--- config.mk ---
export PLATFORM = sky130hd
export DESIGN_NAME = ecg_blk_sender
export DESIGN_NICKNAME = d
export VERILOG_FILES = /design/src/rtl/ecgbs_pkg.sv /design/src/rtl/ecgbs_packer.sv /design/src/rtl/ecgbs_ring.sv /design/src/rtl/ecgbs_shifter.sv /design/src/rtl/ecg_blk_sender.sv
export SDC_FILE = /design/constraint.sdc
export NUM_CORES = 2
export LEC_CHECK = 0
export BUFFER_PORTS_ARGS = -buffer_cell sky130_fd_sc_hd__buf_2
export CAP_MARGIN = 20
export CORE_ASPECT_RATIO = 2
export CORE_MARGIN = 8
export CORE_UTILIZATION = 50
export CTS_CLUSTER_SIZE = 16
export DETAILED_ROUTE_END_ITERATION = 16
export PLACE_DENSITY_LB_ADDON = 0.2
export SYNTH_ARGS = -nofsm -noshare
export SYNTH_HDL_FRONTEND = slang
export SYNTH_SLANG_ARGS = --single-unit
export TNS_END_PERCENT = 30
--- constraint.sdc ---
create_clock -name clk -period 29.2 [get_ports clk]
set_clock_uncertainty 0.2 [all_clocks]
set_input_delay 5.84 -clock clk [delete_from_list [all_inputs] [get_ports clk]]
set_output_delay 5.84 -clock clk [all_outputs]
set_load 0.05 [all_outputs]
--- src/rtl/ecgbs_pkg.sv ---
// Shared types for the block serial sender.
// Assumes 16-bit samples and byte-wide storage.
package ecgbs_pkg;
    localparam int SMP_W = 16;
    typedef logic [7:0] byte_t;
    typedef enum logic [1:0] {
        SH_IDLE  = 2'd0,
        SH_ARMED = 2'd1,
        SH_SHIFT = 2'd2
    } sh_state_t;
endpackage

--- src/rtl/ecgbs_packer.sv ---
// Sample packer: latches per-channel samples on their strobes and emits
// them as a byte stream, one byte per cycle, lowest pending channel first.
// In 16-bit mode the high byte is followed directly by the low byte.
// Assumes each channel strobes far less often than once per NUM_CH*2 cycles.
module ecgbs_packer
    import ecgbs_pkg::*;
#(
    parameter int NUM_CH = 3
) (
    input  logic                    clk,
    input  logic                    rst_n,
    input  logic [NUM_CH-1:0]       smp_vld_i,
    input  logic [NUM_CH*SMP_W-1:0] smp_data_i,
    input  logic                    mode16_i,
    output logic                    wr_en_o,
    output byte_t                   wr_byte_o
);
    localparam int CHW = (NUM_CH > 1) ? $clog2(NUM_CH) : 1;

    logic [SMP_W-1:0] hold [NUM_CH];
    logic [NUM_CH-1:0] pend;
    logic [NUM_CH-1:0] clr;
    logic              half;
    logic [CHW-1:0]    cur;
    logic [CHW-1:0]    sel;
    logic              any;

    // Pick the lowest-index channel with a waiting sample.
    always_comb begin
        sel = '0;
        any = 1'b0;
        for (int i = NUM_CH - 1; i >= 0; i--) begin
            if (pend[i]) begin
                sel = CHW'(i);
                any = 1'b1;
            end
        end
    end

    // Drive the byte write and decide which channel is released.
    always_comb begin
        wr_en_o   = 1'b0;
        wr_byte_o = '0;
        clr       = '0;
        if (half) begin
            wr_en_o   = 1'b1;
            wr_byte_o = hold[cur][7:0];
            clr[cur]  = 1'b1;
        end else if (any) begin
            wr_en_o   = 1'b1;
            wr_byte_o = hold[sel][SMP_W-1 -: 8];
            if (!mode16_i) clr[sel] = 1'b1;
        end
    end

    // Track whether the low byte of a sample is still owed.
    always_ff @(posedge clk) begin
        if (!rst_n) begin
            half <= 1'b0;
            cur  <= '0;
        end else if (half) begin
            half <= 1'b0;
        end else if (any) begin
            half <= mode16_i;
            cur  <= sel;
        end
    end

    // One holding register and pending flag per channel.
    for (genvar c = 0; c < NUM_CH; c++) begin : g_ch
        always_ff @(posedge clk) begin
            if (!rst_n) begin
                pend[c] <= 1'b0;
                hold[c] <= '0;
            end else if (smp_vld_i[c]) begin
                pend[c] <= 1'b1;
                hold[c] <= smp_data_i[c*SMP_W +: SMP_W];
            end else if (clr[c]) begin
                pend[c] <= 1'b0;
            end
        end
    end

    // a high byte in 16-bit mode is always followed by its low byte.
    a_r2_low_follows: assert property (@(posedge clk) disable iff (!rst_n)
        (wr_en_o && mode16_i && !half) |=> wr_en_o);
endmodule

--- src/rtl/ecgbs_ring.sv ---
// Byte ring memory: sequential writes, sequential reads and a fill count.
// The read port shows the byte at the read pointer without delay.
// Assumes the writer never gets ahead of the reader by a full ring.
module ecgbs_ring
    import ecgbs_pkg::*;
#(
    parameter int MEM_DEPTH = 256
) (
    input  logic  clk,
    input  logic  rst_n,
    input  logic  wr_en_i,
    input  byte_t wr_byte_i,
    input  logic  rd_take_i,
    output byte_t rd_byte_o
);
    localparam int AW = $clog2(MEM_DEPTH);

    byte_t         mem [MEM_DEPTH];
    logic [AW-1:0] wr_ptr;
    logic [AW-1:0] rd_ptr;
    logic [AW:0]   fill;

    assign rd_byte_o = mem[rd_ptr];

    // Storage array write.
    always_ff @(posedge clk) begin
        if (wr_en_i) mem[wr_ptr] <= wr_byte_i;
    end

    // Pointer and occupancy upkeep.
    always_ff @(posedge clk) begin
        if (!rst_n) begin
            wr_ptr <= '0;
            rd_ptr <= '0;
            fill   <= '0;
        end else begin
            if (wr_en_i)   wr_ptr <= wr_ptr + 1'b1;
            if (rd_take_i) rd_ptr <= rd_ptr + 1'b1;
            case ({wr_en_i, rd_take_i})
                2'b10:   fill <= fill + 1'b1;
                2'b01:   fill <= fill - 1'b1;
                default: fill <= fill;
            endcase
        end
    end

    // a write never lands on a byte that has not been read yet.
    a_r9_no_overrun: assert property (@(posedge clk) disable iff (!rst_n)
        wr_en_i |-> (fill < (AW+1)'(MEM_DEPTH)));
    // a read never takes a byte that was never written.
    a_r9_no_underrun: assert property (@(posedge clk) disable iff (!rst_n)
        rd_take_i |-> (fill != '0));
endmodule

--- src/rtl/ecgbs_shifter.sv ---
// Serial shifter: oversamples the host serial clock, announces a finished
// block by interrupt, and shifts its bytes out MSB first. Data changes
// after falling edges and is held across rising edges.
// Assumes the serial clock stays low or high for at least SYNC_STAGES+2 clk.
module ecgbs_shifter
    import ecgbs_pkg::*;
#(
    parameter int LEN_W       = 9,
    parameter int SYNC_STAGES = 2
) (
    input  logic             clk,
    input  logic             rst_n,
    input  logic             sclk_i,
    input  logic             blk_done_i,
    input  logic [LEN_W-1:0] blk_len_i,
    input  byte_t            rd_byte_i,
    output logic             rd_take_o,
    output logic             sdo_o,
    output logic             frame_o,
    output logic             irq_o,
    output logic             idle_o
);
    logic [SYNC_STAGES-1:0] sync;
    logic                   prev;
    logic                   rise;
    logic                   fall;
    sh_state_t              st;
    byte_t                  sr;
    logic [3:0]             bitc;
    logic [LEN_W-1:0]       rem;
    logic                   byte_end;

    // Bring the host clock into this domain and keep one old sample.
    always_ff @(posedge clk) begin
        if (!rst_n) begin
            sync <= '0;
            prev <= 1'b0;
        end else begin
            sync <= {sync[SYNC_STAGES-2:0], sclk_i};
            prev <= sync[SYNC_STAGES-1];
        end
    end

    assign rise     = sync[SYNC_STAGES-1] & ~prev;
    assign fall     = ~sync[SYNC_STAGES-1] & prev;
    assign byte_end = (bitc == 4'd8);
    assign sdo_o    = sr[7];
    assign idle_o   = (st == SH_IDLE);
    assign rd_take_o = ((st == SH_IDLE) && blk_done_i) ||
                       ((st == SH_SHIFT) && fall && byte_end && (rem != '0));

    // Announce, start and run the transfer of one block.
    always_ff @(posedge clk) begin
        if (!rst_n) begin
            st      <= SH_IDLE;
            sr      <= '0;
            bitc    <= '0;
            rem     <= '0;
            irq_o   <= 1'b0;
            frame_o <= 1'b0;
        end else begin
            case (st)
                SH_IDLE: begin
                    if (blk_done_i) begin
                        sr    <= rd_byte_i;
                        rem   <= blk_len_i - 1'b1;
                        bitc  <= '0;
                        irq_o <= 1'b1;
                        st    <= SH_ARMED;
                    end
                end
                SH_ARMED: begin
                    if (rise) begin
                        irq_o   <= 1'b0;
                        frame_o <= 1'b1;
                        bitc    <= 4'd1;
                        st      <= SH_SHIFT;
                    end
                end
                SH_SHIFT: begin
                    if (rise) begin
                        bitc <= bitc + 1'b1;
                    end else if (fall) begin
                        if (!byte_end) begin
                            sr <= {sr[6:0], 1'b0};
                        end else if (rem != '0) begin
                            sr   <= rd_byte_i;
                            rem  <= rem - 1'b1;
                            bitc <= '0;
                        end else begin
                            sr      <= '0;
                            frame_o <= 1'b0;
                            st      <= SH_IDLE;
                        end
                    end
                end
                default: st <= SH_IDLE;
            endcase
        end
    end

    // the interrupt and the frame are never high together.
    a_r6_irq_frame_excl: assert property (@(posedge clk) disable iff (!rst_n)
        !(irq_o && frame_o));
    // a rising serial edge while announced clears the interrupt.
    a_r6_irq_drop: assert property (@(posedge clk) disable iff (!rst_n)
        (irq_o && rise) |=> (!irq_o && frame_o));
    // the interrupt rises only in answer to a completed block.
    a_r5_irq_from_done: assert property (@(posedge clk) disable iff (!rst_n)
        $rose(irq_o) |-> $past(blk_done_i));
    // during a transfer the data line moves only after a falling edge.
    a_r7_sdo_hold: assert property (@(posedge clk) disable iff (!rst_n)
        ((st == SH_SHIFT) && !fall) |=> $stable(sdo_o));
endmodule

--- src/rtl/ecg_blk_sender.sv ---
// Top of the block serial sender: packs channel samples into the ring,
// counts bytes per block, freezes the resolution for each block and hands
// completed blocks to the serial shifter.
// Assumes a block is fully shifted out before the next one completes.
module ecg_blk_sender
    import ecgbs_pkg::*;
#(
    parameter int NUM_CH      = 3,
    parameter int BLK_SETS    = 42,
    parameter int MEM_DEPTH   = 256,
    parameter int SYNC_STAGES = 2
) (
    input  logic                    clk,
    input  logic                    rst_n,
    input  logic [NUM_CH-1:0]       smp_vld_i,
    input  logic [NUM_CH*SMP_W-1:0] smp_data_i,
    input  logic                    res16_i,
    input  logic                    sclk_i,
    output logic                    sdo_o,
    output logic                    frame_o,
    output logic                    irq_o
);
    localparam int LEN_W = $clog2(MEM_DEPTH + 1);
    localparam int LEN8  = BLK_SETS * NUM_CH;
    localparam int LEN16 = BLK_SETS * NUM_CH * 2;

    logic             wr_en;
    byte_t            wr_byte;
    logic             rd_take;
    byte_t            rd_byte;
    logic             blk_res;
    logic [LEN_W-1:0] blk_cnt;
    logic [LEN_W-1:0] blk_len;
    logic             blk_done;
    logic             sh_idle;

    assign blk_len  = blk_res ? LEN_W'(LEN16) : LEN_W'(LEN8);
    assign blk_done = wr_en && (blk_cnt == blk_len - 1'b1);

    // Count stored bytes and freeze the resolution until a block ends.
    always_ff @(posedge clk) begin
        if (!rst_n) begin
            blk_cnt <= '0;
            blk_res <= 1'b0;
        end else begin
            if (blk_done)   blk_cnt <= '0;
            else if (wr_en) blk_cnt <= blk_cnt + 1'b1;
            if ((blk_cnt == '0) && !wr_en) blk_res <= res16_i;
        end
    end

    ecgbs_packer #(.NUM_CH(NUM_CH)) u_pack (
        .clk       (clk),
        .rst_n     (rst_n),
        .smp_vld_i (smp_vld_i),
        .smp_data_i(smp_data_i),
        .mode16_i  (blk_res),
        .wr_en_o   (wr_en),
        .wr_byte_o (wr_byte)
    );

    ecgbs_ring #(.MEM_DEPTH(MEM_DEPTH)) u_ring (
        .clk      (clk),
        .rst_n    (rst_n),
        .wr_en_i  (wr_en),
        .wr_byte_i(wr_byte),
        .rd_take_i(rd_take),
        .rd_byte_o(rd_byte)
    );

    ecgbs_shifter #(.LEN_W(LEN_W), .SYNC_STAGES(SYNC_STAGES)) u_shift (
        .clk       (clk),
        .rst_n     (rst_n),
        .sclk_i    (sclk_i),
        .blk_done_i(blk_done),
        .blk_len_i (blk_len),
        .rd_byte_i (rd_byte),
        .rd_take_o (rd_take),
        .sdo_o     (sdo_o),
        .frame_o   (frame_o),
        .irq_o     (irq_o),
        .idle_o    (sh_idle)
    );

    // a block completes only once the previous one has been sent.
    a_r5_done_when_idle: assert property (@(posedge clk) disable iff (!rst_n)
        blk_done |-> sh_idle);
    // the resolution of a block in progress never changes.
    a_r10_mode_frozen: assert property (@(posedge clk) disable iff (!rst_n)
        (blk_cnt != '0) |-> (blk_res == $past(blk_res)));
endmodule

[Yosys cells after proc, flatten, opt, wreduce, memory -nomap -nowiden]
Memory sizes are Yosys's and may differ from the RTL's. A register that Yosys moved wholly into a read port is not among the register bits.
Index checks and enable logic that the tools add are counted.
W data, S select, Z words.
Word-level totals
  bits in registers: 60
  memory bits (writable): 2096
  input port bits: 55
  output and inout port bits: 3
  word-level logic and storage cells: 160
  memories: 2
Memory list
  u_ring.mem: depth 256, bits a word 8, read ports 1, clocked after Yosys merged registers in 1, write ports 1, RTL line ecgbs_ring.sv:18  | byte_t mem [MEM_DEPTH];
  u_pack.hold: depth 3, bits a word 16, read ports 2, clocked after Yosys merged registers in 1, write ports 3, RTL line ecgbs_packer.sv:20  | logic [SMP_W-1:0] hold [NUM_CH];
Cells by class
  add/subtract/negate cells: 6
  $lt $le $gt $ge: 4
  equality and inequality tests: 14
  mux-type cells: 78
  bitwise gates (word level): 10
  reductions and logical operators: 29
Operators with widths (count)
  $mux W8: 10
  $mux W16: 3
  $mux W9: 5
  $mux W1: 32
  $mux W4: 6
  $reduce_and A6 Y1: 4
  $mux W2: 11
  $pmux W9 S2: 1
  $add A8 B1 Y8 const B: 2
  $pmux W8 S2: 1
  $pmux W4 S3: 1
  $reduce_bool A2 Y1: 6
  $add A9 B1 Y9 const B: 1
  $eq A9 B9 Y1: 1
  $logic_not A9 Y1: 1
  $mux W3: 3
  $reduce_bool A9 Y1: 1
  $sub A8 B1 Y9 const B: 1
  $sub A9 B1 Y9 const B: 1
  $logic_and A1 B1 Y1: 8
  $ne A2 B1 Y1 const B: 4
  $lt A2 B3 Y1 const B: 2
  $ne A2 B2 Y1 const B: 3
  $ne A3 B1 Y1 const B: 2
  21 further kinds: 31

[Logic depth before layout (Yosys ltp)]
  depth in word-level cells: 12
  gate-level depth with buffers: 12
  depth with buffers taken out: 9

[By module]
From an unflattened synthesis, not the netlist that was laid out.
Second synthesis, totals
  cell total of the unflattened synthesis: 4364
  area total of the unflattened synthesis: 85229.2 µm²
Modules (own cells, without submodules)
  ecgbs_ring: instances 1, cells each 3866, area an instance 80309.5 µm², sequential area each 61979.4 µm²
  ecgbs_packer: instances 1, cells each 221, area an instance 2566.2 µm², sequential area each 1601.5 µm²
  ecgbs_shifter: instances 1, cells each 214, area an instance 1795.5 µm², sequential area each 560.5 µm²
  ecg_blk_sender: instances 1, cells each 63, area an instance 558.0 µm², sequential area each 200.2 µm²

[Worst setup path before layout]
Ideal clock, no wire load.
  path type: register -> register
  start: register u_pack.pend[0]
  end: memory u_ring.mem[0][0] (netlist bit), data pin
  data arrival time: 11.528 ns
  required time: 26.739 ns
  setup slack: 15.211 ns
  cell stages (with the launch flop): 6
  buffers on the path: 0
  period minus slack after synthesis: 13.989 ns
  path through: dfxtp_1 > clkinv_1 > nand2_1 > o22a_1 > nor2_1 > o32ai_1
Between the ends
  cells in the longest elaborated chain, start to end: 4
Ends and longest elaborated chain
  start, declared: RTL line ecgbs_packer.sv:21  | logic [NUM_CH-1:0] pend;
  start signal, assigned by index: RTL line ecgbs_packer.sv:73  | pend[c] <= 1'b0;
  start signal, assigned by index: RTL line ecgbs_packer.sv:76  | pend[c] <= 1'b1;
  start signal, assigned by index: RTL line ecgbs_packer.sv:79  | pend[c] <= 1'b0;
  $mux W2: RTL line ecgbs_packer.sv:33  | if (pend[i]) begin
  $mem_v2 Z3 W16
  $mux W8 *: RTL line ecgbs_packer.sv:49  | end else if (any) begin
  $mux W8 *: RTL line ecgbs_packer.sv:45  | if (half) begin
  via u_pack.wr_byte_o[0]: RTL line ecgbs_packer.sv:16  | output byte_t wr_byte_o
  end, declared: RTL line ecgbs_ring.sv:18
Mark *: on every way through the listed nets, which the timed path passes. The rest lies on a longest branch.

[Worst setup path after layout]
  start: register u_shift.sr[7]
  end: output sdo_o
RTL lines
  start, declared: RTL line ecgbs_shifter.sv:28  | byte_t sr;
  start signal, assigned: RTL line ecgbs_shifter.sv:65  | sr <= rd_byte_i;
  start signal, assigned: RTL line ecgbs_shifter.sv:85  | sr <= {sr[6:0], 1'b0};
  start signal, assigned: RTL line ecgbs_shifter.sv:87  | sr <= rd_byte_i;
  end, declared: RTL line ecg_blk_sender.sv:19  | output logic sdo_o,
No word-level cell between the ends.

==> results <==
- The final core utilization is a little under three fifths.
- The synthesized design devotes to its leading area cell type between 70 and 80% of total area.
- Clock latency on the worst-skew pair, taken at its later pin, is ~0.84 ns.
- In this run, the number of DRC markers left after iteration 0 of detailed routing was approximately 5.3k.
- The post-DP HPWL is 162200 um.
- The cell taking the most area after synthesis is sky130_fd_sc_hd__edfxtp_1.
- The net switching fraction of the power is 20.98%.
- The start point of the worst hold path is u_shift.sync[0].
- The number of antenna violations at the first check in global routing is 7.
- Summing the areas of all compound-gate instances in the mapped netlist gives under 10% of the synthesized area.
- The initial standard-cell utilization of the core is roughly half.
- The number of buffers created by CTS is ~180.
- The instance area at placement is 87850 um2.
- The final worst-path cycle share is about a quarter.
- The wire length of the first global-routing pass is around 350000 um.
- Max-cap violations in this run came to 0.
- The floorplan core area is roughly 170000 um2.
- In this run, synthesis produced a sequential element count of roughly 2.2k.
- The via count of the first global-routing pass is 44.91k.
- The power dissipated by switching net loads is 1.294 mW.
- The type of element capturing the critical path is an output pin.
- The endpoint arrival time on the critical path is 1.45 ns.
- The multiplexer share of the synthesized area is 14.46%.
- The number of nets produced by synthesis is roughly 4.4k.
- Of all flip-flops after synthesis, the portion carrying an async set or reset was 0%.
- The critical path starts at u_shift.sr[7].
- After clock tree synthesis, the clock-pin slew on the worst setup and hold paths is 0.07 ns.
- The buffer and inverter count on the worst path is 1.
- Entering global routing, the biggest net connects between 200 and 300 pins.
- The hold-critical path endpoint is u_shift.sync[1].
- The endpoint identified for the worst register-to-register timing path is u_shift.sr[6].
- Along the worst hold path, the cell count comes to 1.
- The relative contribution of combinational cells to total power is 3.6%.
- During I/O placement, the number of pins put on the boundary was a little under 60.
- The TritonCTS sink count is 2166.
- The kind of critical path is reg -> out.
- The setup check on the worst reg-to-reg path leaves a slack of between 20 and 25 ns.
- The share of the yosys chip area belonging to registers is between 70% and 80%.
- The average detailed-routed wire length per instance is ~36 um.
- The worst path setup slack after routing is around 22 ns.
- The cell at the root of the clock tree is sky130_fd_sc_hd__clkbuf_16.
- The area of the mapped netlist is 84700 um2.
- The xor and xnor area share after synthesis is less than 1%.
- The final weighted congestion in routability-driven placement is about 0.91.
- The number of search-and-repair iterations in the first detailed-routing pass is 5.
- After floorplanning, the core was divided into approximately 210 placement rows.
- The final routed DRC violation total is 0.
- In this run, post-CTS hold repair placed 0 buffers.
- The worst reg-to-reg path cell count is 11.
- Summed over all cells, the static leakage comes to around 29 nW.
- Walking the worst path, the cells encountered are buf_2.
- The commonest cells after synthesis are sky130_fd_sc_hd__edfxtp_1 (2096), sky130_fd_sc_hd__mux4_2 (472), sky130_fd_sc_hd__nor2_1 (382).
- The die area is 183600 um2.
- The data required time of the critical path is about 23 ns.
- In this run the vertical extent of the chip is 598.1 um.
- The via count is 43.97k.
- The final layout contains 4493 nets.
- The peak ir drop on the vdd network is ~0.054 mV.
- In the final layout, the share of cells above drive strength 1 is about a fifth.
- At the pin with the least slew margin, the transition time is about 1.3 ns.
- The adder and majority gate portion of the synthesized area is less than 1%.
- The longest individual stage delay on the worst path is 0.34 ns.
- The count of endpoints failing hold in the final timing report is 0.
- The final count of pins violating max slew is 0.
- The cell type of the slowest stage on the worst timing path is sky130_fd_sc_hd__dfxtp_1.
- Among all flip-flop cells after synthesis, the most frequent one is sky130_fd_sc_hd__edfxtp_1.
- The leading cell type by number of instances after synthesis is sky130_fd_sc_hd__edfxtp_1.
- Setup repair after global routing left no endpoint under its margin.
- The aggregate negative setup slack is 0 ns.
- In this run the deepest clock path goes through 4 buffers.
- Timing analysis after detailed placement gives a worst setup slack of 21.43 ns.
- The number of distinct library cells after synthesis is 70.
- The post-CTS setup repair buffer count is 0.
- The dominant delay contributor by cell family on the critical path is flip-flops.
- The number of antenna-violating nets in the routed design is 0.
- Dividing total power by cell area gives a power density of 65.85 nW/um2.
- After clock tree synthesis, the repair step resized 0 gates.
- The share of synthesized cell area in and, or, nand and nor gates is 4.343%.
- The total wire length is 249000 um.
- The worst hold margin is about 0.25 ns.
- The number of endpoints failing setup at the final stage is 0.
- Synthesis produced ~4.3k cells.
- In this run the tightest slew margin relative to its limit is between 10% and 20%.
- Using the TritonRoute via totals, the vias-per-cell ratio works out to roughly 6.4.
- The post-route cell area is approximately 94000 um2.
- Along the worst path, the maximum fanout reaches 2.
- The post-route minimum period is 7.488 ns.
- The CTS tree is built.
- The clock network burns 39.4% of the power.
- Registers are responsible for a little under three fifths of the overall power.
- The run finished with clean final reports.
- The startpoint type of the worst setup path is a flip-flop.
- Yosys attributes the largest share of cell area to sky130_fd_sc_hd__edfxtp_1 (74%), sky130_fd_sc_hd__mux4_2 (13%), sky130_fd_sc_hd__nor2_1 (1.7%).
- The count of yosys warnings during synthesis is 0.
- Relative to the synthesized area, the layout overhead comes to 10.57%.
- The path class of the tightest hold or removal check is reg -> reg.
- The internal power contribution is approximately 4.9 mW.
- Counting flops with a built-in enable in the synthesized netlist gives about 2.1k.
- By area, the combinational part of the netlist is dominated by multiplexers.
- The number of buffers added on ports is 57.
- For this run, the top clock speed supported by timing is roughly 0.13 GHz.
- Global routing finished with a remaining overflow of 0.
- The die is between 300 and 400 um wide.
- The level count of the clock H-tree is 4.
- The synthesized area per cell is 19.65 um2.
- The overall routing resource usage is a little over a quarter.
-- power by group through the flow --
stage               combinational (mW)  sequential (mW)  clock [mW]
floorplan                       0.0960             3.66           0
global placement                 0.206             3.59           0
detailed placement               0.218             3.59           0
CTS                              0.217             3.52        2.45
global route                     0.230             3.52        2.54
finish                           0.219             3.52        2.43
-- layout by cell type, fill, tap and decap left out, types with 13 or more instances in the layout --
master and count:
sky130_fd_sc_hd__mux4_2 472, sky130_fd_sc_hd__nand4_1 20, sky130_fd_sc_hd__a31oi_1 16, sky130_fd_sc_hd__mux2_2 20, sky130_fd_sc_hd__mux2i_1 139, sky130_fd_sc_hd__a21oi_1 77
sky130_fd_sc_hd__o21ai_0 42, sky130_fd_sc_hd__nand3_1 55, sky130_fd_sc_hd__clkinv_1 40, sky130_fd_sc_hd__edfxtp_1 2096, sky130_fd_sc_hd__nand2_1 108, sky130_fd_sc_hd__buf_2 58
sky130_fd_sc_hd__nor2b_1 34, sky130_fd_sc_hd__buf_4 109, sky130_fd_sc_hd__xor2_1 16, sky130_fd_sc_hd__bufinv_16 15, sky130_fd_sc_hd__clkinv_2 32, sky130_fd_sc_hd__o22ai_1 61
sky130_fd_sc_hd__clkbuf_1 37, sky130_fd_sc_hd__nor3_1 33, sky130_fd_sc_hd__ha_1 13, sky130_fd_sc_hd__a211oi_1 31, sky130_fd_sc_hd__a22oi_1 65, sky130_fd_sc_hd__dfxtp_1 65
sky130_fd_sc_hd__and2_1 17, sky130_fd_sc_hd__nand2b_1 23, sky130_fd_sc_hd__nor2_1 378, sky130_fd_sc_hd__clkbuf_16 189, sky130_fd_sc_hd__and3_1 61, sky130_fd_sc_hd__inv_1 24
-- layer usage --
| metal | up-vias | GRT usage (%) | share of wire (%) |
|---|---|---|---|
| met1 | 23260 | 29.34 | 32 |
| met5 | - | 0 | 0.011 |
| met2 | 2166 | 47.58 | 52 |
| met4 | 4 | 18.88 | 8.7 |
| met3 | 669 | 4.247 | 6.8 |
| li1 | 17870 | - | - |
-- sequential cells by signal, summed over array words and instances, names as in the netlist, named ones only --
| signal | count |
|---|---|
| blk_res | 1 |
| u_ring.mem | 2048 |
| u_ring.wr_ptr | 8 |
| u_shift.prev | 1 |
| u_shift.rem | 9 |
| u_pack.half | 1 |
| u_shift.st | 2 |
| u_shift.sync | 2 |
| u_shift.sr | 8 |
| u_pack.hold | 48 |
| u_shift.frame_o | 1 |
| u_ring.rd_ptr | 8 |
| blk_cnt | 9 |
| u_shift.bitc | 4 |
| u_pack.pend | 3 |
| u_shift.irq_o | 1 |
| u_pack.cur | 2 |
-- cell type report --
class	instances	area [um2]
fill	12740	74770
sequential	2166	64360
multi-input combinational	1867	19290
clock buffer	233	4947
tap	2257	2824
timing repair buffer	176	1304
clock inverter	91	813.3
inverter	30	112.6
antenna	6	15.01
-- kinds of logic (layout without fill, tap and decap cells) --
group           count (synthesis)  after routing
simple gates                  796            796
flops                        2166           2166
compound gates                405            405
mux                           631            631
other cells                     0              6
fa+ha+maj                      13             13
buf+inv                       278            530
xor+xnor                       22             22
-- per-stage QoR --
stage / std cells / power [mW]
floorplan: 4311 / 3.755
global route: 6821 / 6.294
global placement: 6493 / 3.795
finish: 6826 / 6.168
CTS: 6818 / 6.189
detailed placement: 6494 / 3.807
-- worst max-delay path by stage --
stage,to,cells past startpoint
6_report,sdo_o,1
5_1_grt,irq_o,1
4_1_cts,irq_o,1
3_5_place_dp,u_pack.hold[1][10],3
3_3_place_gp,u_pack.hold[1][10],3
2_1_floorplan,u_ring.mem[0][0],5
Power figures use the tool's default switching activity.
